**src/rtl/dcache_pkg.sv**
```systemverilog
package dcache_pkg;
  typedef enum logic [2:0] {
    S_IDLE,
    S_LOOK,
    S_WBACK,
    S_FILL,
    S_SINGLE,
    S_RESP
  } dc_state_t;

  typedef struct packed {
    logic wr_alloc;
    logic cacheable;
    logic wback;
  } dc_attr_t;
endpackage

```
**src/rtl/dcache_tagstore.sv**
```systemverilog
module dcache_tagstore #(
  parameter int LINES = 16,
  parameter int TAG_W = 24,
  localparam int IDX_W = $clog2(LINES)
) (
  input  logic             clk,
  input  logic             rst,
  input  logic [IDX_W-1:0] idx,
  input  logic             upd_en,
  input  logic [TAG_W-1:0] upd_tag,
  input  logic             upd_dirty,
  output logic             line_valid,
  output logic             line_dirty,
  output logic [TAG_W-1:0] line_tag
);
  logic [LINES-1:0] valid_q;
  logic [LINES-1:0] dirty_q;
  logic [TAG_W-1:0] tag_q [LINES];

  // state bits need reset; tag array does not, so it can map to distributed RAM
  always_ff @(posedge clk) begin
    if (rst) begin
      valid_q <= '0;
      dirty_q <= '0;
    end else if (upd_en) begin
      valid_q[idx] <= 1'b1;
      dirty_q[idx] <= upd_dirty;
    end
  end

  always_ff @(posedge clk) begin
    if (upd_en) tag_q[idx] <= upd_tag;
  end

  assign line_valid = valid_q[idx];
  assign line_dirty = dirty_q[idx];
  assign line_tag   = tag_q[idx];
endmodule

```
**src/rtl/dcache_dataram.sv**
```systemverilog
module dcache_dataram #(
  parameter int DATA_W = 32,
  parameter int DEPTH  = 64,
  localparam int AW = $clog2(DEPTH)
) (
  input  logic              clk,
  input  logic [AW-1:0]     raddr,
  output logic [DATA_W-1:0] rdata,
  input  logic              we,
  input  logic [AW-1:0]     waddr,
  input  logic [DATA_W-1:0] wdata
);
  logic [DATA_W-1:0] mem [DEPTH];

  // simple dual-port, registered read, read-before-write
  always_ff @(posedge clk) begin
    if (we) mem[waddr] <= wdata;
    rdata <= mem[raddr];
  end
endmodule

```
**src/rtl/dcache_ctrl.sv**
```systemverilog
module dcache_ctrl
  import dcache_pkg::*;
#(
  parameter int ADDR_W = 32,
  parameter int DATA_W = 32,
  parameter int LINES  = 16,
  parameter int WORDS  = 4
) (
  input  logic              clk,
  input  logic              rst,
  input  logic              cpu_req,
  input  logic              cpu_we,
  input  logic [ADDR_W-1:0] cpu_addr,
  input  logic [DATA_W-1:0] cpu_wdata,
  input  logic [2:0]        cpu_attr,
  output logic              cpu_ack,
  output logic [DATA_W-1:0] cpu_rdata,
  output logic              mem_valid,
  output logic              mem_we,
  output logic              mem_burst,
  output logic              mem_last,
  output logic [ADDR_W-1:0] mem_addr,
  output logic [DATA_W-1:0] mem_wdata,
  input  logic              mem_ready,
  input  logic [DATA_W-1:0] mem_rdata
);
  localparam int BYTE_W = $clog2(DATA_W / 8);
  localparam int OFF_W  = $clog2(WORDS);
  localparam int IDX_W  = $clog2(LINES);
  localparam int TAG_W  = ADDR_W - IDX_W - OFF_W - BYTE_W;
  localparam int RAM_AW = IDX_W + OFF_W;

  dc_state_t         state_q;
  logic              r_we;
  logic [ADDR_W-1:0] r_addr;
  logic [DATA_W-1:0] r_wdata;
  dc_attr_t          r_attr;
  logic [OFF_W-1:0]  beat_q;
  logic [DATA_W-1:0] rdata_q;

  // request fields
  logic [TAG_W-1:0] r_tag;
  logic [IDX_W-1:0] r_idx, cpu_idx;
  logic [OFF_W-1:0] r_off, cpu_off;
  assign r_tag   = r_addr[ADDR_W-1 -: TAG_W];
  assign r_idx   = r_addr[BYTE_W+OFF_W +: IDX_W];
  assign r_off   = r_addr[BYTE_W +: OFF_W];
  assign cpu_idx = cpu_addr[BYTE_W+OFF_W +: IDX_W];
  assign cpu_off = cpu_addr[BYTE_W +: OFF_W];

  // tag store
  logic             t_valid, t_dirty, upd_en, upd_dirty;
  logic [TAG_W-1:0] t_tag;

  dcache_tagstore #(.LINES(LINES), .TAG_W(TAG_W)) u_tags (
    .clk(clk), .rst(rst), .idx(r_idx),
    .upd_en(upd_en), .upd_tag(r_tag), .upd_dirty(upd_dirty),
    .line_valid(t_valid), .line_dirty(t_dirty), .line_tag(t_tag)
  );

  // data store
  logic [RAM_AW-1:0] ram_raddr, ram_waddr;
  logic [DATA_W-1:0] ram_q, ram_wdata;
  logic              ram_we;

  dcache_dataram #(.DATA_W(DATA_W), .DEPTH(LINES * WORDS)) u_data (
    .clk(clk), .raddr(ram_raddr), .rdata(ram_q),
    .we(ram_we), .waddr(ram_waddr), .wdata(ram_wdata)
  );

  logic             hit, hs, last_beat, alloc;
  logic [OFF_W-1:0] beat_n;

  assign hit       = t_valid && (t_tag == r_tag);
  assign hs        = mem_valid && mem_ready;
  assign last_beat = beat_q == OFF_W'(WORDS - 1);
  assign alloc     = !r_we || (r_attr.wback && r_attr.wr_alloc);
  assign beat_n    = (state_q == S_WBACK && hs) ? beat_q + OFF_W'(1) : beat_q;

  // the RAM output must already show the next victim word when a write-back beat is taken
  assign ram_raddr = (state_q == S_IDLE) ? {cpu_idx, cpu_off} : {r_idx, beat_n};

  always_comb begin
    ram_we    = 1'b0;
    ram_waddr = {r_idx, r_off};
    ram_wdata = r_wdata;
    upd_en    = 1'b0;
    upd_dirty = 1'b0;
    if (state_q == S_LOOK && r_attr.cacheable && hit && r_we) begin
      ram_we    = 1'b1;
      upd_en    = 1'b1;
      upd_dirty = r_attr.wback | t_dirty;
    end
    if (state_q == S_FILL && hs) begin
      ram_we    = 1'b1;
      ram_waddr = {r_idx, beat_q};
      ram_wdata = (r_we && beat_q == r_off) ? r_wdata : mem_rdata;
      if (last_beat) begin
        upd_en    = 1'b1;
        upd_dirty = r_we;
      end
    end
  end

  always_ff @(posedge clk) begin
    if (rst) begin
      state_q <= S_IDLE;
      r_we    <= 1'b0;
      r_addr  <= '0;
      r_wdata <= '0;
      r_attr  <= '0;
      beat_q  <= '0;
      rdata_q <= '0;
    end else begin
      case (state_q)
        S_IDLE: begin
          beat_q <= '0;
          if (cpu_req) begin
            r_we    <= cpu_we;
            r_addr  <= cpu_addr;
            r_wdata <= cpu_wdata;
            r_attr  <= cpu_attr;
            state_q <= S_LOOK;
          end
        end
        S_LOOK: begin
          if (!r_attr.cacheable) begin
            state_q <= S_SINGLE;
          end else if (hit) begin
            rdata_q <= ram_q;
            state_q <= (r_we && !r_attr.wback) ? S_SINGLE : S_RESP;
          end else if (alloc) begin
            state_q <= (t_valid && t_dirty) ? S_WBACK : S_FILL;
          end else begin
            state_q <= S_SINGLE;
          end
        end
        S_WBACK: begin
          if (hs) begin
            beat_q <= beat_q + OFF_W'(1);
            if (last_beat) state_q <= S_FILL;
          end
        end
        S_FILL: begin
          if (hs) begin
            beat_q <= beat_q + OFF_W'(1);
            if (beat_q == r_off) rdata_q <= mem_rdata;
            if (last_beat) state_q <= S_RESP;
          end
        end
        S_SINGLE: begin
          if (hs) begin
            if (!r_we) rdata_q <= mem_rdata;
            state_q <= S_RESP;
          end
        end
        S_RESP:  state_q <= S_IDLE;
        default: state_q <= S_IDLE;
      endcase
    end
  end

  assign cpu_ack   = state_q == S_RESP;
  assign cpu_rdata = rdata_q;
  assign mem_burst = (state_q == S_WBACK) || (state_q == S_FILL);
  assign mem_valid = mem_burst || (state_q == S_SINGLE);
  assign mem_we    = (state_q == S_WBACK) || (state_q == S_SINGLE && r_we);
  assign mem_last  = mem_valid && (!mem_burst || last_beat);
  assign mem_wdata = (state_q == S_WBACK) ? ram_q : r_wdata;

  always_comb begin
    case (state_q)
      S_WBACK: mem_addr = {t_tag, r_idx, beat_q, {BYTE_W{1'b0}}};
      S_FILL:  mem_addr = {r_tag, r_idx, beat_q, {BYTE_W{1'b0}}};
      default: mem_addr = r_addr;
    endcase
  end
endmodule

```
**config.mk**
```make
export PLATFORM = sky130hd
export DESIGN_NAME = dcache_ctrl
export DESIGN_NICKNAME = d
export VERILOG_FILES = /design/src/rtl/dcache_pkg.sv /design/src/rtl/dcache_tagstore.sv /design/src/rtl/dcache_dataram.sv /design/src/rtl/dcache_ctrl.sv
export SDC_FILE = /design/constraint.sdc
export NUM_CORES = 2
export LEC_CHECK = 0
export ABC_AREA = 1
export CAP_MARGIN = 20
export CORE_UTILIZATION = 40
export CTS_CLUSTER_DIAMETER = 60
export DETAILED_ROUTE_END_ITERATION = 8
export DONT_BUFFER_PORTS = 1
export SYNTH_ARGS = -nofsm -noshare
export SYNTH_HDL_FRONTEND = slang
export SYNTH_HIERARCHICAL = 1
export SYNTH_SLANG_ARGS = --single-unit
```
**constraint.sdc**
```tcl
create_clock -name clk -period 5.72 [get_ports clk]
set_input_delay 0.286 -clock clk [delete_from_list [all_inputs] [get_ports clk]]
set_output_delay 0.286 -clock clk [all_outputs]
set_load 0.02 [all_outputs]
```
==> impl_metrics.csv <==
group,metric,value,unit
drt,vias_per_cell,5.54,
timing,rsz0062_at_grt,"false",
cts,cts.clk_slew.worst_paths,0.06,ns
die,die_area,268000,um^2
critical_path,startpoint,"r_addr[4]",
placed_design,place.port_buffers,0,
critical_path,worst-path-buf-inv,4,
critical_path,cp_common_cell,"nand2_1",
drt,routed_wl,328000,um
critical_path,crit_chain,"buf_12, nand2_1, nand2_1, nand2_1, nand2_1, nand2_1, nand2_1, inv_1, nand2_1, inv_1, nand2_1, nand2_1, nor2_1, nand2_1, nor2_1, nand2_1, nor2_1, nand2_1, nand2_1, nand2_2, nand2_1, a21oi_1, dlygate4sd3_1",
cts,hold_buffers,113,
critical_path,crit_arrival,6.02,ns
cts,cts_root_buf,"clkbuf_16",
placed_design,place.gp.congestion,0.854,
final_layout,multi_input_area,27000,um^2
timing,skew,0.0869,ns
final_layout,drive_gt1_frac,0.0817,
power_and_ir_drop,leakage,44.4,nW
grt,grt_pass1_wl,477000,um
timing,fin_crit_sh,0.925,
drt,routedWlPerCell,24.6,um
synth,synth_warnings,6,
status,run_status,"complete, no violations",
grt,grt_remaining_overflow,0,
critical_path,reg2reg_from,"r_addr[4]",
synth,syn-cell-area,106000,um^2
power_and_ir_drop,powerDensity,552,nW/um^2
critical_path,required,6.45,ns
synth,synth_flop_cell,"edfxtp_1",
power_and_ir_drop,max-vdd-ir-drop,577,uV
final_layout,fill_cells,23500,
synth,netlist_instances,9526,
timing,worst-slew-pin-transition,1.32,ns
final_layout,utilization,0.463,
final_layout,seq_area,76400,um^2
critical_path,crit_path_max_fanout,105,
cts,clkLatencyLatePin,0.87,ns
timing,slew_viol_final,0,
drt,vias,73800,
timing,period_needed,5.29,ns
synth,avgSynthCellArea,11.2,um^2
synth,synth-seq-cells,2601,
grt,track_usage,0.241,
critical_path,r2r_cells,23,
critical_path,r2r_end,"cpu_rdata[20]",
synth,synthDistinctLibCells,38,
timing,whs,0.0680,ns
die,start_util,0.404,
die,io_pins,205,
drt,drt_iter0_markers,9468,
timing,hold_viol_final,0,
synth,yosysSeqAreaShare,0.719,
critical_path,cp_top_family,"simple AND/OR/NAND/NOR gates",
synth,async_flop_share,0,
synth,synth.net_count,9631,
die,die_w,517,um
grt,antenna_found_initial,29,
min_path,hp-class,"input pin to register",
cts,cts_setup_buffers,0,
die,design.core.area,263000,um^2
final_layout,area_growth,14.6,%
critical_path,crit_cells,23,
synth,synth_edf_count,2432,
critical_path,slowest_delay,0.68,ns
cts,cts_tree,"built",
drt,post-route-drc-count,0,
grt,grt_max_degree,223,
critical_path,crit_end,"cpu_rdata[20]",
cts,cts_buffers,280,
min_path,hold_path_depth,5,
cts,clk_path_buf_depth,4,
critical_path,critPathLaunchType,"register",
min_path,hp-start,"mem_rdata[2]",
critical_path,path_class,"register to register",
die,rows,188,
timing,setup_violations,0,
timing,slew_headroom,0.119,
die,die_y,517,um
timing,fmax,189,MHz
critical_path,critPathCaptureType,"register",
final_layout,nets,9708,
cts,htree_levels,5,
cts,postCtsResizedCells,0,
critical_path,cp_slowest_cell,"dfxtp_4",
placed_design,dp_hpwl,187000,um
critical_path,ff2ff_setup_slack,0.43,ns
cts,cts_sinks,2601,
run,max-cap-violations,0,
drt,ant_nets,0,
drt,dr.pass1.iters,8,
grt,grt_pass1_vias,69600,
-- worst register-to-register path, cell delays in order, from the launching register on --
cell and delay (ns):
dfxtp_4 0.68, buf_12 0.54, nand2_1 0.13, nand2_1 0.09, nand2_1 0.05, nand2_1 0.07, nand2_1 0.05, nand2_1 0.08
inv_1 0.04, nand2_1 0.10, inv_1 0.07, nand2_1 0.06, nand2_1 0.06, nor2_1 0.26, nand2_1 0.10, nor2_1 0.13
nand2_1 0.21, nor2_1 0.20, nand2_1 0.07, nand2_1 0.53, nand2_2 0.65, nand2_1 0.27, a21oi_1 0.11, dlygate4sd3_1 0.58
-- sequential cells by signal (all words and copies together), names as in the netlist --
register	count
u_data/mem	2048
beat_q	2
u_tags/dirty_q	16
u_tags/valid_q	16
state_q	3
r_attr	3
u_tags/tag_q	384
cpu_rdata	32
r_addr	32
r_wdata	32
u_data/rdata	32
r_we	1
-- through the flow --
| stage | cells | instance area (um^2) | setup TNS, ns | total power [mW] | worst slack, ns |
|---|---|---|---|---|---|
| finish | 13300 | 122000 | 0 | 67.2 | 0.430 |
| global route | 13300 | 122000 | 0 | 70.2 | 0.261 |
| CTS | 13300 | 122000 | 0 | 66.9 | 0.646 |
| detailed placement | 12700 | 112000 | 0 | 49.7 | 0.738 |
| global placement | 12700 | 112000 | 0 | 49.5 | 0.843 |
| floorplan | 9526 | 106000 | -124.79 | 39.6 | -0.487 |
-- final cells by class --
type                            count  share of cell area
Timing Repair Buffer              391              0.0374
Sequential cell                  2601               0.628
Clock buffer                      363              0.0618
Antenna cell                       16            0.000329
Clock inverter                    119             0.00790
Inverter                          218             0.00713
Multi-Input combinational cell   6111               0.222
Tap cell                         3515              0.0361
-- Yosys cell counts (9+ instances only) --
cell,count,area [um^2]
buf_2,352,1760
inv_1,200,751
a21oi_1,155,776
o21ai_1,20,100
dfxtp_1,169,3380
inv_2,10,37.5
nand4_1,10,62.6
buf_1,43,161
buf_6,9,101
buf_4,53,398
nor2_2,10,62.6
o21ai_0,160,801
clkbuf_1,137,514
nand3_1,1944,9730
edfxtp_1,2432,73000
nor4_1,9,56.3
nor2_1,149,559
nand2_1,3624,13600
-- power breakdown --
group          switching [mW]  total [mW]  internal, mW
sequential              0.693        23.4          22.7
combinational            20.2        26.7          6.44
clock                    7.39        17.1          9.75
total                    28.3        67.2          38.9
-- logic make-up (layout without fill, tap and decap cells) --
logic type / count (synthesis) / count (layout) / share of synthesized area
simple gates: 5764 / 5764 / 0.228
flops: 2601 / 2601 / 0.719
buf+inv: 814 / 1091 / 0.0357
compound gates: 345 / 345 / 0.0165
fa+ha+maj: 1 / 1 / 0.000118
xor+xnor: 1 / 1 / 0.0000825
other cells: 0 / 16 / 0
-- layer usage --
layer	share of wire	GRT usage	vias up
li1	-	-	33100
met1	0.42	0.343	36400
met2	0.44	0.366	3808
met3	0.11	0.0549	515
met4	0.028	0.0744	6
met5	0.00012	0	-
-- cells in the final DEF (no fill, tap or decap), types with 32 or more instances in the layout --
| master | count |
|---|---|
| nand2_1 | 3620 |
| edfxtp_1 | 2432 |
| nand3_1 | 1944 |
| clkbuf_16 | 285 |
| inv_1 | 196 |
| buf_4 | 171 |
| dfxtp_1 | 167 |
| o21ai_0 | 151 |
| a21oi_1 | 123 |
| dlygate4sd3_1 | 112 |
| buf_12 | 105 |
| nor2_1 | 92 |
| nor2_4 | 72 |
| clkbuf_1 | 68 |
| clkinv_1 | 48 |
| clkinv_2 | 39 |
| a21oi_4 | 32 |
-- worst min path at each step --
stage / slack (ns) / endpoint
2_1_floorplan: 0.36 / u_tags/dirty_q[15]
6_report: 0.07 / cpu_rdata[2]
4_1_cts: 0.006 / r_addr[24]
3_3_place_gp: 0.37 / cpu_rdata[24]
5_1_grt: 0.06 / u_data/mem[1][17]
3_5_place_dp: 0.37 / cpu_rdata[24]
(Power assumes the default switching activity.)
